### config.mk
export PLATFORM = sky130hd
export DESIGN_NAME = pccard_cycle_gen
export DESIGN_NICKNAME = d
export VERILOG_FILES = /design/src/rtl/pccard_cycle_gen.sv
export SDC_FILE = /design/constraint.sdc
export NUM_CORES = 1
export LEC_CHECK = 0
export CAP_MARGIN = 20
export CORE_MARGIN = 2
export CORE_UTILIZATION = 37
export CTS_CLUSTER_SIZE = 12
export DETAILED_ROUTE_END_ITERATION = 12
export GPL_ROUTABILITY_DRIVEN = 0
export PLACE_DENSITY = 0.71
export RECOVER_POWER = 100
export SETUP_SLACK_MARGIN = 0.02
export SYNTH_ARGS = -nofsm -noshare
export SYNTH_HDL_FRONTEND = slang
export SYNTH_SLANG_ARGS = --single-unit
### constraint.sdc
create_clock -name clk -period 1.85 [get_ports clk]
set_input_delay 0.555 -clock clk [delete_from_list [all_inputs] [get_ports clk]]
set_output_delay 0.555 -clock clk [all_outputs]
set_load 0.02 [all_outputs]
### src/rtl/pccard_cycle_gen.sv
module pccard_cycle_gen #(
  parameter int ADDR_W    = 26,
  parameter int HOLD_CLKS = 2
) (
  input  logic              clk,
  input  logic              rst,
  input  logic              req,
  input  logic              is_mem,
  input  logic              is_16,
  input  logic [1:0]        ws,
  input  logic              zws,
  input  logic [ADDR_W-1:0] addr_in,
  output logic [ADDR_W-1:0] card_addr,
  output logic              cmd_n,
  output logic              busy,
  output logic              done,
  output logic              cfg_err
);

  localparam int CNT_W = 5;

  localparam logic [CNT_W-1:0] SU_IO    = CNT_W'(3);
  localparam logic [CNT_W-1:0] SU_MEM_S = CNT_W'(2);
  localparam logic [CNT_W-1:0] SU_MEM_L = CNT_W'(4);
  localparam logic [CNT_W-1:0] HOLD_M1  = CNT_W'(HOLD_CLKS - 1);

  typedef enum logic [2:0] {S_IDLE, S_SETUP, S_CMD, S_HOLD, S_DONE} phase_t;

  phase_t            phase;
  logic [CNT_W-1:0]  cnt;
  logic [CNT_W-1:0]  cmd_len_q;
  logic [ADDR_W-1:0] addr_q;
  logic [CNT_W-1:0]  setup_len;
  logic [CNT_W-1:0]  cmd_len;
  logic              bad_combo;
  logic              cnt_end;

  // setup length lookup
  assign setup_len = !is_mem ? SU_IO : (ws[1] ? SU_MEM_L : SU_MEM_S);

  // command length lookup
  always_comb begin
    cmd_len = CNT_W'(19);
    unique case ({is_16, is_mem})
      2'b00: cmd_len = ws[0] ? CNT_W'(23) : (zws ? CNT_W'(7) : CNT_W'(19));
      2'b01: cmd_len = (ws != 2'd0) ? CNT_W'(23) : (zws ? CNT_W'(7) : CNT_W'(19));
      2'b10: cmd_len = ws[0] ? CNT_W'(11) : CNT_W'(7);
      2'b11: cmd_len = (ws == 2'd0 && zws) ? CNT_W'(5)
                                            : CNT_W'(9) + CNT_W'({ws, 2'b00});
      default: cmd_len = CNT_W'(19);
    endcase
  end

  assign bad_combo = is_16 && !is_mem && !ws[0] && zws;
  assign cnt_end   = (cnt == '0);

  always_ff @(posedge clk) begin
    if (rst) begin
      phase     <= S_IDLE;
      cnt       <= '0;
      cmd_len_q <= '0;
      addr_q    <= '0;
      cfg_err   <= 1'b0;
    end else begin
      unique case (phase)
        S_IDLE: if (req) begin
          addr_q    <= addr_in;
          cnt       <= setup_len - CNT_W'(1);
          cmd_len_q <= cmd_len;
          phase     <= S_SETUP;
          if (bad_combo) cfg_err <= 1'b1;
        end
        S_SETUP: if (cnt_end) begin
          cnt   <= cmd_len_q - CNT_W'(1);
          phase <= S_CMD;
        end else cnt <= cnt - CNT_W'(1);
        S_CMD: if (cnt_end) begin
          cnt   <= HOLD_M1;
          phase <= S_HOLD;
        end else cnt <= cnt - CNT_W'(1);
        S_HOLD: if (cnt_end) phase <= S_DONE;
                else cnt <= cnt - CNT_W'(1);
        S_DONE: phase <= S_IDLE;
        default: phase <= S_IDLE;
      endcase
    end
  end

  assign card_addr = addr_q;
  assign cmd_n     = (phase != S_CMD);
  assign busy      = (phase == S_SETUP) || (phase == S_CMD) || (phase == S_HOLD);
  assign done      = (phase == S_DONE);

  // assertions
  p_strobe_quiet_r6: assert property (@(posedge clk) disable iff (rst)
    !busy |-> cmd_n);

  p_addr_stable_r6: assert property (@(posedge clk) disable iff (rst)
    (busy && $past(busy)) |-> $stable(card_addr));

  p_done_single_r5: assert property (@(posedge clk) disable iff (rst)
    done |=> !done);

  p_done_after_busy_r5: assert property (@(posedge clk) disable iff (rst)
    $fell(busy) |-> done);

  p_err_sticky_r8: assert property (@(posedge clk) disable iff (rst)
    cfg_err |=> cfg_err);

  p_req_ignored_r7: assert property (@(posedge clk) disable iff (rst)
    (busy && $past(busy)) |-> $stable(cmd_len_q));

endmodule

==> impl_metrics.env <==
export IMPL_cts_tree="yes"
export IMPL_cts_sinks=40
export IMPL_die_w_um=72.8
export IMPL_power_leakage_nw=0.965
export IMPL_clk_latency_ns=0.28
export IMPL_synth_seq_cells=40
export IMPL_diodes=0
export IMPL_io_buffers=63
export IMPL_drt_vias_per_instance=4.99
export IMPL_max_freq_mhz=559
export IMPL_die_area_um2=5290
export IMPL_vias=1755
export IMPL_clock_skew_ns=0.00442
export IMPL_cts_hold_buf=0
export IMPL_root_buffer="clkbuf_8"
export IMPL_finalSetupViolations=0
export IMPL_antenna_found_initial=0
export IMPL_crit_type="flip-flop to output port"
export IMPL_cts_buffers=5
export IMPL_ios=64
export IMPL_hold_viol_final=0
export IMPL_netlist_instances=221
export IMPL_hold_class="flip-flop to flip-flop"
export IMPL_worstSetupStartpoint="card_addr[11]$_SDFFE_PP0P_"
export IMPL_worst_pin_slew_ns=0.428
export IMPL_p_total_w=0.00369
export IMPL_synth_top_area_share_pct=45.8
export IMPL_crit_fanout=2
export IMPL_start_util_pct=37.8
export IMPL_synthFlopType="dfxtp_1"
export IMPL_drtAntennaViolNets=0
export IMPL_path_cells="clkdlybuf4s50_1"
export IMPL_fillers=462
export IMPL_ys_types=33
export IMPL_grt_first_pass_wirelength_um=7400
export IMPL_hold_path_end="card_addr[0]$_SDFFE_PP0P_"
export IMPL_drt_iter0_drc=112
export IMPL_synthArstFlopShare_pct=0
export IMPL_crit_path_end_kind="output port"
export IMPL_drc=0
export IMPL_min_from="card_addr[0]$_SDFFE_PP0P_"
export IMPL_finalSetupTns_ns=0
export IMPL_syn_num_nets=258
export IMPL_grt_pass1_vias=1651
export IMPL_fin_hold_ws_ns=0.452
export IMPL_timing_critical_path_buf_inv=1
export IMPL_whs_path_depth=2
export IMPL_rsz0062_at_grt="no"
export IMPL_grt_max_degree=42
export IMPL_rows=25
export IMPL_synthesis_area_um2=1750
export IMPL_synth_edf_count=0
export IMPL_rrSetupSlack_ns=0.10
export IMPL_core_um2=4630
export IMPL_post_dp_hpwl_um=3090
export IMPL_nNetsFinal=335
export IMPL_r2r_end="cnt[1]$_SDFFE_PP0P_"
export IMPL_htree_levels=2
export IMPL_cp_top_family="buffers and inverters"
export IMPL_status="completed"
export IMPL_drv_slew=0
export IMPL_drive_above_1_share_pct=13.1
export IMPL_ys_seq_area_share_pct=45.8
export IMPL_power_density_nw_per_um2=1430
export IMPL_wl_per_cell_um=12.7
export IMPL_ys_warn_count=0
export IMPL_period_needed_ns=1.79
export IMPL_drt_pass1_iterations=6
export IMPL_yosys_area_top_type="dfxtp_1"
export IMPL_max_slew_margin_pct=71.5
export IMPL_arrival_ns=1.23
export IMPL_ff2ff_path_depth=6
export IMPL_routed_wl_um=4470
export IMPL_reg2reg_from="cnt[0]$_SDFFE_PP0P_"
export IMPL_dieHeight_um=72.8
export IMPL_required_ns=1.29
export IMPL_track_usage_pct=17.7
export IMPL_synthTopCellsByArea="dfxtp_1, nand2_1, a21oi_1"
export IMPL_clkSlewWorstSetupHoldPaths_ns=0.07
export IMPL_period_share_pct=96.6
export IMPL_critPathSlowestCell="clkdlybuf4s50_1"
export IMPL_globalRouteOverflowTotal=0
export IMPL_critPathMaxStageDelay_ns=0.61
export IMPL_maxCapViolCount=0
export IMPL_clock_path_buffers=2
export IMPL_ir_drop_mv=0.635
export IMPL_syn_area_per_cell_um2=7.91
export IMPL_area_delta_synth_final_pct=47.1
export IMPL_start_kind="flip-flop"
[how the worst max path moves through the flow]
stage	endpoint	slack [ns]	cells after the start
6_report	card_addr[11]	0.06	1
3_3_place_gp	cnt[1]$_SDFFE_PP0P_	-0.12	4
2_1_floorplan	cnt[3]$_SDFFE_PP0P_	0.08	6
4_1_cts	done	0.03	3
3_5_place_dp	cnt[1]$_SDFFE_PP0P_	-0.17	4
5_1_grt	cnt[0]$_SDFFE_PP0P_	0.02	7
[placed cells by master, fill, tap and decap left out, drive strengths merged, types with 2 or more instances in the layout]
master / Yosys / routed
or3: 3 / 3
nand2: 59 / 59
a21oi: 36 / 36
o21ai: 5 / 5
a31oi: 2 / 2
nor3: 9 / 9
xnor2: 3 / 3
clkbuf: 12 / 22
nand2b: 2 / 2
o41ai: 2 / 2
o21a: 2 / 2
nor4b: 2 / 2
nor4: 3 / 3
nor2b: 5 / 5
nor2: 8 / 8
ha: 3 / 3
a311oi: 3 / 3
dfxtp: 40 / 40
clkdlybuf4s50: 0 / 47
buf: 2 / 19
o211ai: 3 / 3
xor2: 2 / 2
inv: 4 / 4
nand3b: 2 / 2
[where the power goes]
group | leakage [nW] | switching, W | total, W | internal [W]
sequential | 0.328 | 0.000117 | 0.00118 | 0.00106
clock | 0.0400 | 0.000288 | 0.000543 | 0.000255
combinational | 0.596 | 0.00106 | 0.00197 | 0.000907
[area by class of cell]
class                   instances  area, µm²  share of cell area (%)
repair buffers                 84        706                    27.4
inverters                       4       15.0                   0.584
multi-input cells             163        902                    35.1
well taps                      54       67.6                    2.63
clock inverters                 2       12.5                   0.486
clock buffers                   5       68.8                    2.68
flip-flops and latches         40        801                    31.1
[synth_stat cells, types with 2 or more instances]
| library cell | number |
|---|---|
| nor3_1 | 9 |
| xnor2_1 | 3 |
| dfxtp_1 | 40 |
| ha_1 | 3 |
| o41ai_1 | 2 |
| buf_2 | 2 |
| inv_1 | 4 |
| nor4_1 | 3 |
| o21ai_1 | 2 |
| or3_1 | 3 |
| nand2_1 | 59 |
| a311oi_1 | 3 |
| nor2b_1 | 5 |
| nand3b_1 | 2 |
| nand2b_1 | 2 |
| nor2_1 | 8 |
| o21ai_0 | 3 |
| nor4b_2 | 2 |
| clkbuf_1 | 12 |
| o21a_1 | 2 |
| xor2_1 | 2 |
| a21oi_1 | 36 |
| o211ai_1 | 3 |
| a31oi_1 | 2 |
[per-layer routing]
metal  global-route usage (%)  wire, µm
met2                     27.2      2130
met5                        0         0
met1                     23.2      1990
met3                     5.94       342
met4                     6.38        10
[sequential cells by signal, indices dropped and copies added, names as in the netlist]
register   count
phase          3
cfg_err        1
card_addr     26
cmd_len_q      5
cnt            5
[timing repair]
action	CTS	global route
hold endpoints to repair	0	0
pin swaps	1	1
gates resized for setup	6	19
buffers inserted	0	0
endpoints found under the setup margin	4	18
[cell families after synthesis]
logic type / count (synthesis) / share of synthesized area (%)
AOI/OAI and AO/OA: 56 / 18.6
xor gates and xnor gates: 5 / 2.50
adders and majority gates: 3 / 2.15
buffers and inverters: 18 / 4.01
DFF: 40 / 45.8
muxes: 1 / 0.644
and+or+nand+nor: 98 / 26.3
[per-stage QoR]
step,area (µm²),utilization (%),cells,setup slack [ns]
2_1_floorplan,1750,-,221,0.0798
3_3_place_gp,2570,55.5,345,-0.119
3_5_place_dp,2570,55.5,345,-0.172
4_1_cts,2650,57.3,352,0.0318
5_1_grt,2570,55.6,352,0.0197
6_report,2570,55.6,352,0.0621
No activity file was read; power rests on OpenSTA's default activity.
